--- config.mk ---
export PLATFORM = sky130hd
export DESIGN_NAME = exc_dispatch
export DESIGN_NICKNAME = d
export VERILOG_FILES = /design/src/rtl/exc_pkg.sv /design/src/rtl/exc_ctrl.sv /design/src/rtl/exc_datapath.sv /design/src/rtl/exc_dispatch.sv
export SDC_FILE = /design/constraint.sdc
export NUM_CORES = 1
export LEC_CHECK = 0
export BUFFER_PORTS_ARGS = -buffer_cell sky130_fd_sc_hd__buf_2
export CORE_MARGIN = 3
export CORE_UTILIZATION = 48
export DETAILED_ROUTE_END_ITERATION = 10
export PLACE_DENSITY = 0.8
export RECOVER_POWER = 100
export SLEW_MARGIN = 20
export SYNTH_ARGS = -nofsm -noshare
export SYNTH_HDL_FRONTEND = slang
export SYNTH_HIERARCHICAL = 1
export SYNTH_SLANG_ARGS = --single-unit
--- constraint.sdc ---
create_clock -name clk -period 1.25 [get_ports clk]
set_clock_uncertainty 0.05 [all_clocks]
set_input_delay 0.25 -clock clk [delete_from_list [all_inputs] [get_ports clk]]
set_output_delay 0.25 -clock clk [all_outputs]
set_load 0.03 [all_outputs]
--- src/rtl/exc_pkg.sv ---
package exc_pkg;
  localparam int VEC_W = 3;
  localparam logic [VEC_W-1:0] VEC_NONE   = 3'b000;
  localparam logic [VEC_W-1:0] VEC_KERNEL = 3'b001;
  localparam logic [VEC_W-1:0] VEC_USER   = 3'b010;
  localparam logic [VEC_W-1:0] VEC_DOUBLE = 3'b100;

  // Strobes the control hands to the datapath for one request cycle.
  typedef struct packed {
    logic take;
    logic saveDepc;
    logic saveEpc1;
    logic latchVaddr;
  } strobe_t;
endpackage

--- src/rtl/exc_ctrl.sv ---
module exc_ctrl
  import exc_pkg::*;
#(
  parameter int STAT_W   = 32,
  parameter int EXCM_BIT = 4,
  parameter int UM_BIT   = 5
) (
  input  logic              clk,
  input  logic              rstN,
  input  logic              excReq,
  input  logic              vaddrValid,
  input  logic [STAT_W-1:0] statusIn,
  input  logic              hasDepc,
  output strobe_t           strobes,
  output logic [VEC_W-1:0]  vecSel,
  output logic              excTaken
);
  logic nested;
  logic userMode;
  logic [VEC_W-1:0] vecNext;

  assign nested   = statusIn[EXCM_BIT];
  assign userMode = statusIn[UM_BIT];

  always_comb begin
    if (nested)        vecNext = VEC_DOUBLE;
    else if (userMode) vecNext = VEC_USER;
    else               vecNext = VEC_KERNEL;
  end

  always_comb begin
    strobes.take       = excReq;
    strobes.saveDepc   = excReq & nested & hasDepc;
    strobes.saveEpc1   = excReq & ~(nested & hasDepc);
    strobes.latchVaddr = excReq & vaddrValid;
  end

  always_ff @(posedge clk) begin
    if (!rstN) begin
      vecSel   <= VEC_NONE;
      excTaken <= 1'b0;
    end else begin
      vecSel   <= excReq ? vecNext : VEC_NONE;
      excTaken <= excReq;
    end
  end

  assert_double_vec_R2: assert property (@(posedge clk) disable iff (!rstN)
    (excReq && statusIn[EXCM_BIT]) |=> (vecSel == VEC_DOUBLE));
  assert_onehot_vec_R3: assert property (@(posedge clk) disable iff (!rstN)
    excTaken |-> ($countones(vecSel) == 1));
  assert_taken_pulse_R12: assert property (@(posedge clk) disable iff (!rstN)
    !excReq |=> (!excTaken && vecSel == VEC_NONE));
endmodule

--- src/rtl/exc_datapath.sv ---
module exc_datapath
  import exc_pkg::*;
#(
  parameter int PC_W     = 32,
  parameter int CAUSE_W  = 6,
  parameter int STAT_W   = 32,
  parameter int EXCM_BIT = 4
) (
  input  logic               clk,
  input  logic               rstN,
  input  strobe_t            strobes,
  input  logic [PC_W-1:0]    faultPc,
  input  logic [CAUSE_W-1:0] causeCode,
  input  logic [PC_W-1:0]    vaddr,
  input  logic [STAT_W-1:0]  statusIn,
  output logic               depcWe,
  output logic [PC_W-1:0]    depcData,
  output logic               epc1We,
  output logic [PC_W-1:0]    epc1Data,
  output logic               causeWe,
  output logic [CAUSE_W-1:0] causeData,
  output logic               vaddrWe,
  output logic [PC_W-1:0]    vaddrData,
  output logic               statusWe,
  output logic [STAT_W-1:0]  statusOut,
  output logic               pcWe,
  output logic [PC_W-1:0]    pcOut
);
  localparam logic [STAT_W-1:0] EXCM_MASK = STAT_W'(1) << EXCM_BIT;

  always_ff @(posedge clk) begin
    if (!rstN) begin
      depcWe   <= 1'b0;
      epc1We   <= 1'b0;
      causeWe  <= 1'b0;
      vaddrWe  <= 1'b0;
      statusWe <= 1'b0;
      pcWe     <= 1'b0;
    end else begin
      depcWe   <= strobes.saveDepc;
      epc1We   <= strobes.saveEpc1;
      causeWe  <= strobes.take;
      vaddrWe  <= strobes.latchVaddr;
      statusWe <= strobes.take;
      pcWe     <= strobes.take;
    end
  end

  always_ff @(posedge clk) begin
    if (!rstN) begin
      depcData  <= '0;
      epc1Data  <= '0;
      causeData <= '0;
      vaddrData <= '0;
      statusOut <= '0;
      pcOut     <= '0;
    end else begin
      if (strobes.saveDepc)   depcData  <= faultPc;
      if (strobes.saveEpc1)   epc1Data  <= faultPc;
      if (strobes.latchVaddr) vaddrData <= vaddr;
      if (strobes.take) begin
        causeData <= causeCode;
        statusOut <= statusIn | EXCM_MASK;
        pcOut     <= faultPc;
      end
    end
  end

  assert_pc_exclusive_R5: assert property (@(posedge clk) disable iff (!rstN)
    !(depcWe && epc1We));
  assert_status_excm_R9: assert property (@(posedge clk) disable iff (!rstN)
    statusWe |-> statusOut[EXCM_BIT]);
  assert_vaddr_with_cause_R10: assert property (@(posedge clk) disable iff (!rstN)
    vaddrWe |-> causeWe);
  assert_pc_hold_R12: assert property (@(posedge clk) disable iff (!rstN)
    !strobes.take |=> $stable(pcOut));
endmodule

--- src/rtl/exc_dispatch.sv ---
module exc_dispatch
  import exc_pkg::*;
#(
  parameter int PC_W     = 32,
  parameter int CAUSE_W  = 6,
  parameter int STAT_W   = 32,
  parameter int EXCM_BIT = 4,
  parameter int UM_BIT   = 5
) (
  input  logic               clk,
  input  logic               rstN,
  input  logic               excReq,
  input  logic [PC_W-1:0]    faultPc,
  input  logic [CAUSE_W-1:0] causeCode,
  input  logic [PC_W-1:0]    vaddr,
  input  logic               vaddrValid,
  input  logic [STAT_W-1:0]  statusIn,
  input  logic               hasDepc,
  output logic [2:0]         vecSel,
  output logic               excTaken,
  output logic               depcWe,
  output logic [PC_W-1:0]    depcData,
  output logic               epc1We,
  output logic [PC_W-1:0]    epc1Data,
  output logic               causeWe,
  output logic [CAUSE_W-1:0] causeData,
  output logic               vaddrWe,
  output logic [PC_W-1:0]    vaddrData,
  output logic               statusWe,
  output logic [STAT_W-1:0]  statusOut,
  output logic               pcWe,
  output logic [PC_W-1:0]    pcOut
);
  strobe_t strobes;

  exc_ctrl #(.STAT_W(STAT_W), .EXCM_BIT(EXCM_BIT), .UM_BIT(UM_BIT)) ctrl (
    .clk(clk), .rstN(rstN), .excReq(excReq), .vaddrValid(vaddrValid),
    .statusIn(statusIn), .hasDepc(hasDepc), .strobes(strobes),
    .vecSel(vecSel), .excTaken(excTaken)
  );

  exc_datapath #(.PC_W(PC_W), .CAUSE_W(CAUSE_W), .STAT_W(STAT_W),
                 .EXCM_BIT(EXCM_BIT)) dp (
    .clk(clk), .rstN(rstN), .strobes(strobes), .faultPc(faultPc),
    .causeCode(causeCode), .vaddr(vaddr), .statusIn(statusIn),
    .depcWe(depcWe), .depcData(depcData), .epc1We(epc1We), .epc1Data(epc1Data),
    .causeWe(causeWe), .causeData(causeData), .vaddrWe(vaddrWe),
    .vaddrData(vaddrData), .statusWe(statusWe), .statusOut(statusOut),
    .pcWe(pcWe), .pcOut(pcOut)
  );
endmodule

; ---- After elaboration in Yosys (flattened, before gate mapping)
; Index checks and enable logic that the tools add are counted.
; W data, S select, Z words.
[word_totals]
reg_bits = 173
output_inout_bits = 176
[op_classes]
mux = 2
n_bitwise = 8
reduce_logical = 2
[ops]
columns = cell, n
row1 = $and A1 B1 Y1, 5
row2 = $mux W3, 1
row3 = $not A1 Y1, 3
row4 = $reduce_or A3 Y1, 1
row5 = $mux W2, 1
row6 = $reduce_and A2 Y1, 1

; ---- Longest topological paths before layout
[depth]
ltp_word = 3
mapped_depth = 5

; ---- Hierarchy
; The synthesis kept the hierarchy.
[by_module_without_submodules]
columns = mod, n_inst, cells_per_inst, area_each_um2, seq_area_each_um2
row1 = exc_datapath, 1, 546, 6466.2, 3403.3
row2 = exc_ctrl, 1, 12, 148.9, 80.1

; ---- Worst setup path after synthesis
; Ideal clock, no wire load.
[synth_path]
path_type = input-to-reg
start = input port excReq
end = register dp.epc1Data[10]
setup_time_ns = 0.116
t_arrival_ns = 0.962
required_ns = 1.084
slack_ns = 0.122
stages = 5
path_cell_list = a21boi_0 > buf_4 > buf_6 > mux2i_1 > nor2b_1
[synth_via]
elab_chain_cells = 1
[synth_lines]
columns = item, line
row1 = "start, declared", exc_dispatch.sv:12  ; input logic excReq,
row2 = $and A1 B1 Y1, exc_ctrl.sv:34  ; strobes.saveEpc1 = excReq & ~(nested & hasDepc);
row3 = "end signal, assigned", exc_datapath.sv:59  ; if (strobes.saveEpc1) epc1Data <= faultPc;
row4 = "end, declared", exc_datapath.sv:19  ; output logic [PC_W-1:0] epc1Data,
; No other way between the ends.
; A chain may end at the register's enable or synchronous reset.

; ---- Final worst setup path
[layout_path]
start = register dp.causeData[0]
end = output port causeData[0]
[layout_lines]
columns = item, line
row1 = "start, declared", exc_datapath.sv:21  ; output logic [CAUSE_W-1:0] causeData,
row2 = "start signal, assigned", exc_datapath.sv:62  ; causeData <= causeCode;
row3 = "end, declared", exc_dispatch.sv:26  ; output logic [CAUSE_W-1:0] causeData,
; No word-level cell between the ends.

==> impl_metrics.csv <==
group,metric,value,unit
outcome,status,"complete, no violations",
sta,hold_viol_final,0,
layout,register_area,3591,um^2
synthesis,synth_nets,665,
critical_path,cpPeakStageDelay,0.35,ns
layout,diodes,0,
synthesis,synthXorXnorAreaFrac,0,
detailed_routing,vias_per_cell,4.843,
layout,fill_cells,919,
layout,layoutNonFillerInstCount,1018,
clock_tree,clkLatencyLatePin,0.41,ns
floorplan,start_util,0.4956,
power,power_density,1473,nW/um^2
sta,worst_pin_slew,0.7300,ns
power,irDropWorstVdd,0.7323,mV
synthesis,synth_top_area_frac,0.5266,
layout,drive_gt1_frac,0.4881,
placed_design,placed_area,8087,um^2
critical_path,critical_path_required,0.95,ns
synthesis,yosys.cell_types.count,15,
layout,mostFrequentLayoutCells,"165 x mux2i_1, 165 x nor2b_1, 111 x buf_6, 106 x buf_2, 90 x dfxtp_1",
grt,grt_max_degree,65,
grt,gr-total-overflow,0,
synthesis,synth.yosys.warnings,6,
placed_design,post-place-ws,-0.09317,ns
floorplan,fp.coreArea,13350,um^2
detailed_routing,ant_nets,0,
placed_design,dp.cells,986,
sta,period_share,0.9814,
synthesis,synth.area.top_cells,"dfxtp_1 53%, mux2i_1 25%, nor2b_1 16%",
critical_path,worstSetupEndpointType,"output pin",
sta,setup_viol,0,
floorplan,die_w,123.4,um
sta,max_freq,815.2,MHz
clock_tree,cts_root_buf,"clkbuf_16",
sta,rsz0062_at_grt,"true",
power,p_leak,4.345,nW
synthesis,syn_area_per_cell,11.86,um^2
synthesis,synth_top_family_by_area,"multiplexers",
synthesis,synth.yosys.seq_area_share,0.5266,
layout,fin_nets,936,
hold_path,min_path_type,"input port to register",
placed_design,io_buffer_count,282,
layout,multi_input_area,2776,um^2
grt,grt_pass1_vias,5072,
clock_tree,cts_made_buffers,17,
floorplan,core.rowCount,42,
synthesis,synthCells,558,
grt,grt_pass1_wl,25.43,mm
synthesis,synth_mux_area_frac,0.2497,
critical_path,startpoint_type,"register",
critical_path,cp_max_fo,2,
floorplan,die_height,123.4,um
synthesis,synth-compound-area-share,0.002270,
critical_path,cp_slowest_cell,"dfxtp_1",
flow_run,maxCapViolCount,0,
detailed_routing,initialDrtViolationCount,183,
detailed_routing,drcViolationCount,0,
grt,grtUsageTotal,0.2141,
clock_tree,cts_buffer_depth,2,
sta,fin_setup_tns,0,ns
placed_design,place_congestion,0.7756,
critical_path,crit_buf_inv,1,
layout,finalInstanceArea,9661,um^2
sta,finalCriticalPeriod,1.227,ns
synthesis,synth_top_cell_by_area,"dfxtp_1",
floorplan,die_area,15230,um^2
synthesis,synth_simple_gate_area_frac,0.1680,
layout,area_delta_synth_final,46.04,%
detailed_routing,vias,4930,
synthesis,netlist_area,6615,um^2
detailed_routing,routed_wl,17.60,mm
sta,final.setup.worst_slack,0.02324,ns
synthesis,synth_seq_cells,174,
detailed_routing,routedWlPerCell,17.29,um
floorplan,boundaryPins,283,
detailed_routing,dr.pass1.iters,4,
sta,relSlewSlack,0.5133,
clock_tree,ctsHtreeMaxLevel,4,
sta,maxSlewViolCount,0,
critical_path,cp.arrival,0.93,ns
critical_path,worstPathCellList,"buf_4",
placed_design,dpl.hpwl,11.76,mm
clock_tree,clkSlewWorstSetupHoldPaths,0.07,ns
grt,grt_antenna_before_repair,0,
clock_tree,clock-sinks,174,
clock_tree,cts_tree,"done",
critical_path,cpLargestDelayFamily,"flip-flops",
critical_path,crit_type,"register to output pin",
synthesis,synth_fa_ha_area_frac,0,
==> what timing repair did <==
| action | in CTS | in global routing |
|---|---|---|
| endpoints found under the setup margin | 170 | 131 |
| hold buffers | 0 | 0 |
| buffers inserted | 0 | 0 |
| resized for setup | 211 | 191 |
| pin swaps | 0 | 0 |
| cloned | 0 | 0 |
==> final timing paths <==
path                    start                to  cells after the start  slack [ns]
max           dp/causeData[0]      causeData[0]                      1        0.02
min              causeCode[1]   dp/causeData[1]                      3        0.05
max reg2reg  dp/vaddrData[28]  dp/vaddrData[28]                      2        0.49
min reg2reg   dp/statusOut[4]   dp/statusOut[4]                      1        0.41
==> cells in the mapped netlist <==
cell type / count
dfxtp_1: 174
mux2i_1: 165
nor2b_1: 165
buf_2: 10
buf_6: 10
buf_4: 8
buf_8: 7
clkbuf_1: 7
and2_1: 4
and2_2: 2
and3_2: 2
a21boi_0: 1
and4b_2: 1
and4bb_2: 1
o21a_1: 1
==> tightest hold or removal path, stage by stage <==
cell     delay [ns]
buf_2          0.07
mux2i_1        0.06
nor2b_1        0.09
==> state kept, by name, summed over array words and instances (netlist names) <==
register / flops
ctrl/excTaken: 1
ctrl/vecSel: 3
dp/causeData: 6
dp/depcData: 32
dp/depcWe: 1
dp/epc1Data: 32
dp/epc1We: 1
dp/pcOut: 32
dp/pcWe: 1
dp/statusOut: 32
dp/vaddrData: 32
dp/vaddrWe: 1
==> final cells by class <==
type | count | share of cell area
sequential | 174 | 0.3717
multi-input combinational | 342 | 0.2874
timing repair buffer | 294 | 0.2484
clock buffer | 22 | 0.04805
tap | 176 | 0.02279
clock inverter | 10 | 0.02163
==> report_power, final <==
| part | internal, mW | switching [mW] |
|---|---|---|
| combinational | 1.00 | 1.21 |
| clock | 3.86 | 2.09 |
| sequential | 5.87 | 0.204 |
==> metrics by stage <==
stage,hold slack (ns),power [mW],utilization
after CTS,0.01663,14.22,0.6980
after floorplan,0.3362,7.423,-
final,0.04591,14.23,0.7238
after global routing,0.03545,14.72,0.7238
after global placement,0.3853,7.989,0.6058
after detailed placement,0.3951,8.055,0.6058
==> routing by layer <==
metal,track usage,wire (um),vias to the layer above
met5,0,0,-
met4,0.08651,377,0
met3,0.06862,1363,28
met2,0.3795,9194,209
met1,0.2363,6663,2308
li1,-,-,2385
==> cells by family after synthesis <==
| family | count (synthesis) |
|---|---|
| simple gates | 175 |
| flops | 174 |
| mux | 165 |
| buf+inv | 42 |
| compound gates | 2 |
(Power assumes the default switching activity.)
